## src/rtl/wdog_pkg.sv

```systemverilog
`timescale 1ns/1ps
package wdog_pkg;
  localparam logic [15:0] WD_KEY        = 16'h16AA;
  localparam logic [11:0] RESTART_MAGIC = 12'hA57;
  localparam logic [7:0]  OFS_CTRL      = 8'h10;
  localparam logic [7:0]  OFS_CFG       = 8'h14;
  localparam logic [7:0]  OFS_MODE      = 8'h18;
  localparam int          HALVES_W      = 6;

  typedef enum logic [1:0] {
    ACT_NONE   = 2'b00,
    ACT_SYSRST = 2'b01,
    ACT_IRQ    = 2'b10,
    ACT_RSVD   = 2'b11
  } wd_action_e;

  // Timeout code -> period expressed in half-second steps.
  function automatic logic [HALVES_W-1:0] code_to_halves(input logic [3:0] code);
    logic [HALVES_W-1:0] c6;
    c6 = HALVES_W'(code);
    if (code == 4'h0)       return HALVES_W'(1);
    else if (code <= 4'h6)  return c6 << 1;
    else if (code <= 4'hB)  return HALVES_W'(16) + ((c6 - HALVES_W'(7)) << 2);
    else                    return HALVES_W'(32);
  endfunction
endpackage

```

## src/rtl/wdog_regs.sv

```systemverilog
`timescale 1ns/1ps
module wdog_regs
  import wdog_pkg::*;
#(
  parameter int ADDR_W = 8
) (
  input  logic              clk,
  input  logic              rst_n,
  input  logic              bus_wr,
  input  logic [ADDR_W-1:0] bus_addr,
  input  logic [31:0]       bus_wdata,
  output logic [31:0]       bus_rdata,
  input  logic              irq_set,
  output logic              mode_en,
  output logic [3:0]        mode_code,
  output wd_action_e        act,
  output logic              irq_status,
  output logic              reload,
  output logic [3:0]        load_code
);
  logic key_ok, sel_ctrl, sel_cfg, sel_mode;
  logic cfg_wr, mode_wr, restart_hit;
  logic unused_bits;

  assign key_ok      = (bus_wdata[31:16] == WD_KEY);
  assign sel_ctrl    = (bus_addr == ADDR_W'(OFS_CTRL));
  assign sel_cfg     = (bus_addr == ADDR_W'(OFS_CFG));
  assign sel_mode    = (bus_addr == ADDR_W'(OFS_MODE));
  assign cfg_wr      = bus_wr && sel_cfg && key_ok;
  assign mode_wr     = bus_wr && sel_mode && key_ok;
  assign restart_hit = bus_wr && sel_ctrl && (bus_wdata[12:0] == {RESTART_MAGIC, 1'b1});
  assign unused_bits = ^bus_wdata[15:13];

  // Reload on restart, on enabling, or on a code change.
  assign reload    = restart_hit ||
                     (mode_wr && bus_wdata[0] && (!mode_en || (bus_wdata[7:4] != mode_code)));
  assign load_code = mode_wr ? bus_wdata[7:4] : mode_code;

  always_ff @(posedge clk or negedge rst_n) begin
    if (!rst_n) begin
      mode_en    <= 1'b0;
      mode_code  <= 4'h0;
      act        <= ACT_NONE;
      irq_status <= 1'b0;
    end else begin
      if (mode_wr) begin
        mode_en   <= bus_wdata[0];
        mode_code <= bus_wdata[7:4];
      end
      if (cfg_wr) act <= wd_action_e'(bus_wdata[1:0]);
      if (irq_set)                     irq_status <= 1'b1;
      else if (cfg_wr && bus_wdata[8]) irq_status <= 1'b0;
    end
  end

  always_comb begin
    bus_rdata = '0;
    if (sel_cfg) begin
      bus_rdata[1:0] = act;
      bus_rdata[8]   = irq_status;
    end else if (sel_mode) begin
      bus_rdata[0]   = mode_en;
      bus_rdata[7:4] = mode_code;
    end
  end
endmodule

```

## src/rtl/wdog_timer.sv

```systemverilog
`timescale 1ns/1ps
module wdog_timer
  import wdog_pkg::*;
#(
  parameter int TICK_DIV = 8
) (
  input  logic       clk,
  input  logic       rst_n,
  input  logic       enable,
  input  logic       reload,
  input  logic [3:0] load_code,
  output logic       expire
);
  localparam int PRE_W = (TICK_DIV > 1) ? $clog2(TICK_DIV) : 1;

  logic [PRE_W-1:0]    pre;
  logic [HALVES_W-1:0] remain;
  logic                tick;

  assign tick   = enable && (pre == PRE_W'(TICK_DIV - 1));
  assign expire = tick && !reload && (remain == HALVES_W'(1));

  always_ff @(posedge clk or negedge rst_n) begin
    if (!rst_n) begin
      pre    <= '0;
      remain <= '0;
    end else if (reload) begin
      pre    <= '0;
      remain <= code_to_halves(load_code);
    end else if (!enable) begin
      pre    <= '0;
    end else begin
      pre <= tick ? '0 : pre + PRE_W'(1);
      if (tick)
        remain <= (remain == HALVES_W'(1)) ? code_to_halves(load_code) : remain - HALVES_W'(1);
    end
  end
endmodule

```

## src/rtl/keyed_wdog.sv

```systemverilog
`timescale 1ns/1ps
module keyed_wdog
  import wdog_pkg::*;
#(
  parameter int ADDR_W   = 8,
  parameter int TICK_DIV = 8
) (
  input  logic              clk,
  input  logic              rst_n,
  input  logic              bus_wr,
  input  logic [ADDR_W-1:0] bus_addr,
  input  logic [31:0]       bus_wdata,
  output logic [31:0]       bus_rdata,
  output logic              sys_rst_req,
  output logic              wdt_irq
);
  logic       mode_en, irq_status, reload, expire, irq_set;
  logic [3:0] mode_code, load_code;
  wd_action_e act;

  assign irq_set = expire && (act == ACT_IRQ);

  wdog_regs #(.ADDR_W(ADDR_W)) u_regs (
    .clk(clk), .rst_n(rst_n), .bus_wr(bus_wr), .bus_addr(bus_addr),
    .bus_wdata(bus_wdata), .bus_rdata(bus_rdata), .irq_set(irq_set),
    .mode_en(mode_en), .mode_code(mode_code), .act(act),
    .irq_status(irq_status), .reload(reload), .load_code(load_code)
  );

  wdog_timer #(.TICK_DIV(TICK_DIV)) u_timer (
    .clk(clk), .rst_n(rst_n), .enable(mode_en), .reload(reload),
    .load_code(load_code), .expire(expire)
  );

  always_ff @(posedge clk or negedge rst_n) begin
    if (!rst_n) sys_rst_req <= 1'b0;
    else        sys_rst_req <= expire && (act == ACT_SYSRST);
  end

  assign wdt_irq = irq_status;
endmodule

```

## config.mk

```make
export PLATFORM = sky130hd
export DESIGN_NAME = keyed_wdog
export DESIGN_NICKNAME = d
export VERILOG_FILES = /design/src/rtl/wdog_pkg.sv /design/src/rtl/wdog_regs.sv /design/src/rtl/wdog_timer.sv /design/src/rtl/keyed_wdog.sv
export SDC_FILE = /design/constraint.sdc
export NUM_CORES = 1
export LEC_CHECK = 0
export ABC_AREA = 1
export ABC_CLOCK_PERIOD_IN_PS = 1550
export BUFFER_PORTS_ARGS = -buffer_cell sky130_fd_sc_hd__buf_2
export CAP_MARGIN = 20
export CORE_ASPECT_RATIO = 0.7
export CORE_MARGIN = 8
export CORE_UTILIZATION = 25
export DETAILED_ROUTE_END_ITERATION = 10
export MAX_ROUTING_LAYER = met4
export SLEW_MARGIN = 20
export SYNTH_ARGS = -nofsm -noshare
export SYNTH_HDL_FRONTEND = slang
export SYNTH_HIERARCHICAL = 1
export SYNTH_SLANG_ARGS = --single-unit
```

## constraint.sdc

```tcl
create_clock -name clk -period 1.55 [get_ports clk]
set_input_delay 0.155 -clock clk [delete_from_list [all_inputs] [get_ports clk]]
set_output_delay 0.155 -clock clk [all_outputs]
set_load 0.02 [all_outputs]
```

======== Word level (Yosys, flattened, before mapping) ========
Index checks and enable logic that the tools add are counted.
operators by class
  multiplexer cells ....................... 19
  $lt $le $gt $ge ......................... 2
  equal/unequal tests ..................... 10
  add/subtract/negate cells ............... 4
  reductions and logical operators ........ 23
operators with widths
  operator                number
  $mux W6                 7
  $eq A8 B5 Y1 const B    3
  $eq A16 B13 Y1 const B  1
  $logic_and A1 B1 Y1     14
  $eq A13 B13 Y1 const B  1
  $mux W4                 3
  $mux W3                 3
  $add A5 B6 Y6 const A   1
  $eq A6 B1 Y1 const B    1
  $mux W1                 6
  $reduce_bool A2 Y1      3
  $sub A6 B1 Y6 const B   1
  $le A4 B3 Y1 const B    1
  $le A4 B4 Y1 const B    1
  $logic_not A4 Y1        1
  $ne A4 B4 Y1            1
  $sub A4 B3 Y4 const B   1
  $add A3 B1 Y3 const B   1
  $eq A3 B3 Y1 const B    1
  $eq A2 B1 Y1 const B    1
  $eq A2 B2 Y1 const B    1
  $logic_not A1 Y1        2
  $logic_or A1 B1 Y1      2
  $reduce_and A2 Y1       1
storage, ports and cells
  logic and storage cells ................. 65
  register bits ........................... 18
  output and inout port bits .............. 34

======== Longest topological paths before layout ========
  depth after elaboration ................. 13
  gate-level depth with buffers ........... 18
  mapped depth without buffers ............ 18

======== Hierarchy ========
The synthesis kept the hierarchy.
modules (own cells, without submodules)
  module      area each (um^2)  times used  cells an instance
  wdog_regs   982.2             1           164
  wdog_timer  732.0             1           104
  keyed_wdog  40.0              1           5

======== Worst setup path after synthesis ========
OpenSTA, ideal clock, no wires.
  path kind ............................... in2reg
  from .................................... input bus_wdata[31]
  to ...................................... register u_timer.remain[3]
  path slack .............................. -369 ps
  cell stages on the path ................. 17
  path buffers ............................ 0
  library setup time ...................... 116 ps
  data arrival time ....................... 1803 ps
  cells stage by stage .................... nor2_2 -> inv_1 -> nor2_2 -> nand2_2 -> nor2_8 -> nand2_4 -> o21ai_1 -> inv_1 -> ha_1 -> inv_1 -> nand3_1 -> nand2_1 -> inv_1 -> a21oi_1 -> o21ai_0 -> nand2_1 -> nand2_1
on the way
  word-level cells in the longest chain between the ends .. 12
  elaborated cells between the ends (all ways) .. 21
  those cells by class .................... add/sub: 2; order compare: 2; eq/ne: 1; mux: 8; reduce/logical: 8
ends and longest elaborated chain
  element                 RTL line          RTL
  start: declaration      keyed_wdog.sv:12  input logic [31:0] bus_wdata,
  $eq A16 B13 Y1 *        wdog_regs.sv:25   assign key_ok = (bus_wdata[31:16] == WD_KEY);
  $logic_and A1 B1 Y1 *   wdog_regs.sv:30   assign mode_wr = bus_wr && sel_mode && key_ok;
  $mux W4 *               wdog_regs.sv:37   assign load_code = mode_wr ? bus_wdata[7:4] : mode_code;
  via load_code[0]        keyed_wdog.sv:18  logic [3:0] mode_code, load_code;
  $sub A4 B3 Y4           wdog_pkg.sv:23    else if (code <= 4'hB) return HALVES_W'(16) + ((c6 - HALVES_W'(7)) << 2);
  $add A5 B6 Y6           wdog_pkg.sv:23
  $mux W6                 wdog_pkg.sv:23
  $mux W6                 wdog_pkg.sv:22    else if (code <= 4'h6) return c6 << 1;
  $mux W6 *               wdog_pkg.sv:21    if (code == 4'h0) return HALVES_W'(1);
  $mux W6                 wdog_timer.sv:35  remain <= (remain == HALVES_W'(1)) ? code_to_halves(load_code) : remain - HALVES_W'(1);
  $mux W6                 wdog_timer.sv:34  if (tick)
  $mux W6                 wdog_timer.sv:30  end else if (!enable) begin
  $mux W6 *               wdog_timer.sv:27  end else if (reload) begin
  end signal: assignment  wdog_timer.sv:29  remain <= code_to_halves(load_code);
  end signal: assignment  wdog_timer.sv:35
  end: declaration        wdog_timer.sv:17  logic [HALVES_W-1:0] remain;
The timed path passes the listed nets; every way through them passes the cells marked *. The select of a mux whose other input is x is not followed.
A chain may end at the register's enable or synchronous reset.

======== Final worst setup path ========
  from .................................... input bus_wdata[18]
  to ...................................... register u_timer.remain[5]
Same word-level chain as after synthesis.

==> metrics.md <==
| Metric | Value |
|---|---|
| Initial core utilization | `0.258` |
| Largest net degree at the start of global routing | `19` |
| Die footprint | `10000 um^2` |
| Total grt overflow | `0` |
| Commonest cells post-synth | `nand2_1 (66), inv_1 (49), nor2_1 (32)` |
| Critical path required time | `1740 ps` |
| Asr flop ratio synth | `1.00` |
| Sequential area share after synthesis | `0.257` |
| Max incr delay on CP | `200 ps` |
| CP max-delay cell | `buf_4` |
| Final instance area | `2670 um^2` |
| Pre-antenna DRT Iters | `5` |
| Synth top area share | `0.257` |
| Fin util | `0.393` |
| Clk_lat worst skew | `260 ps` |
| Vias per cell | `4.04` |
| CTS tree | `done` |
| Synthesis warning total | `6` |
| Maxcap violations | `0` |
| Netlist cell types | `25` |
| Final setup viols | `6` |
| N_diodes | `0` |
| Crit path cell chain | `buf_2 -> inv_8 -> nand2_2 -> nor2_4 -> nand2_4 -> nor2_8 -> buf_6 -> nand2_4 -> o21ai_2 -> buf_4 -> buf_6 -> nand3_1 -> nand3_1 -> nand2_1 -> nand2_1 -> nand2_1 -> a21oi_1` |
| Fin crit share | `1.05` |
| Clk pwr share | `0.364` |
| Top_reg_cell synth | `dfrtp_1` |
| Psw | `0.315 mW` |
| TritonCTS buffer count | `3` |
| I/O Buffers | `48` |
| GR Util All Layers | `0.107` |
| Clock Sinks | `18` |
| Remaining DRCs | `0` |
| First-pass GRT wire length | `8510 um` |
| HP Class | `primary input to flip-flop` |
| Clk_skew | `4.43 ps` |
| # rows | `25` |
| Number of synthesized flops with an enable pin | `0` |
| RSZ-0062 raised after global routing | `yes` |
| Synthesized area per cell | `6.43 um^2` |
| Area grow syn2layout | `52.0%` |
| Worst setup SP type | `primary input` |
| Internal power | `0.778 mW` |
| Final setup margin | `-71.0 ps` |
| I/O pin cnt | `77` |
| Leakage | `1.43 nW` |
| Fillers | `704` |
| Synth top area cells | `dfrtp_1 (26%), nand2_1 (14%), buf_4 (11%)` |
| Failing checks | `setup timing` |
| Worst Setup Path Type | `primary input to flip-flop` |
| Maximum VDD drop | `223 uV` |
| Sequential Power Share | `0.430` |
| Clock Path Buffers | `2` |
| Antenna violations before repair | `0` |
| Mapped Area | `1750 um^2` |
| CP Max Fanout | `5` |
| WHS | `174 ps` |
| Share of cells above drive strength 1 | `0.455` |
| CP Capture Type | `flip-flop` |
| Clock slew at reported path FFs | `70 ps` |
| Achievable Freq | `617 MHz` |
| Setup TNS Final | `-304 ps` |
| Most frequent cell after synthesis | `nand2_1` |
| Outcome | `complete, but fails checks` |
| Total Wirelength | `5310 um` |
| DIE HEIGHT | `86.1 um` |
| Critical path's most frequent cell | `nand2_1` |
| Post-detailed-route count of antenna-violating nets | `0` |
| Die width | `116 um` |
| Wire per inst | `11.5 um` |
| Switching Fraction | `0.288` |
| Final Hold Fails | `0` |
| CORE AREA | `6790 um^2` |
| Vias in the first global route | `1790` |
| Placed Area | `2340 um^2` |
| Seq cells post-synth | `18` |
| Total Power | `1.09 mW` |
| Logic gate share of total power | `0.207` |
| DP Wirelength | `4140 um` |
| Initial DRC count | `115` |
| H-Tree Depth | `1` |
| Slew Viols, Final | `0` |
| Arrival @ worst endpoint | `1810 ps` |
| Via count | `1862` |
| Post-synth top area cell | `dfrtp_1` |
| Root buffer cell | `clkbuf_8` |
| Routability Congestion | `0.887` |
| Syn Inst Count | `273` |
| Final min period | `1620 ps` |
| Layout Nets | `418` |
| Power Dens Cells | `410 nW/um^2` |
## power groups by stage
stage	logic (mW)	registers [mW]	clock network [mW]
2_1_floorplan	0.155	0.479	0
3_3_place_gp	0.208	0.478	0
3_5_place_dp	0.211	0.478	0
4_1_cts	0.216	0.469	0.408
5_1_grt	0.250	0.469	0.433
6_report	0.226	0.469	0.398
## logic make-up after synthesis
family	Yosys count	share of synthesized area
simple gates	144	0.389
other cells	1	0.00214
fa+ha+maj	7	0.0499
buf+inv	78	0.223
xor+xnor	3	0.0150
flops	18	0.257
compound gates	22	0.0642
## cells in the final DEF, fill, tap and decap left out, drive strengths merged
cell type,Yosys,final
buf,27,91
nand2,75,76
nor2,44,44
dlygate4sd3,0,1
o21ai,16,16
inv,50,51
nor3,4,4
clkbuf,0,4
nor3b,1,1
dfrtp,18,18
nand3,15,15
xnor2,3,3
a21oi,5,5
conb,1,25
ha,7,7
nand4,5,5
o211ai,1,1
## final cells by class
cell class,instances,area [um^2],share of cell area
clock buffers,4,55.1,0.0206
inverters,51,204,0.0765
multi-input cells,202,1230,0.462
flip-flops and latches,18,450,0.169
well taps,94,118,0.0441
repair buffers,92,607,0.228
## stage by stage
stage / worst slack, ps / cells
finish: -71.0 / 461
global route: -189 / 461
CTS: -63.0 / 457
detailed placement: -426 / 447
global placement: -353 / 447
floorplan: -149 / 297
## metal layers
metal  routed length (um)  track usage  share of wire
met1                 2400        0.137           0.45
met5                    0            -              0
met3                  215       0.0189          0.041
met4                   35       0.0246         0.0066
met2                 2650        0.172           0.50
## registers in the layout (all words and copies together) (netlist names)
name / count
u_timer/remain: 6
u_regs/irq_status: 1
u_regs/mode_code: 4
u_regs/mode_en: 1
u_regs/act: 2
sys_rst_req: 1
u_timer/pre: 3
## critical path: cells and delay by family
family,cells,cell delay [ps]
simple gates,10,750
buf+inv,5,660
compound gates,2,240
## final timing paths
| kind | startpoint | end | slack, ps | cells after the start |
|---|---|---|---|---|
| setup / recovery | bus_wdata[18] | u_timer/remain[5] | -70 | 17 |
| hold / removal | bus_wdata[1] | u_regs/act[1] | 170 | 3 |
| setup reg to reg | u_regs/mode_code[2] | u_timer/remain[3] | -50 | 13 |
| hold reg to reg | u_timer/pre[0] | u_timer/pre[0] | 440 | 1 |
| max in group asynchronous | rst_n | sys_rst_req | 900 | 2 |
| min in group asynchronous | rst_n | u_timer/remain[0] | 360 | 2 |
## timing repair
| action | in CTS | in global routing |
|---|---|---|
| setup endpoints to repair | 11 | 11 |
| setup buffers | 4 | 5 |
| hold buffers | 1 | 0 |
| endpoints found under the hold margin | 18 | 0 |
| gates cloned | 1 | 0 |
| pin swaps | 15 | 33 |
| resized for setup | 30 | 24 |
(Power assumes the default switching activity.)
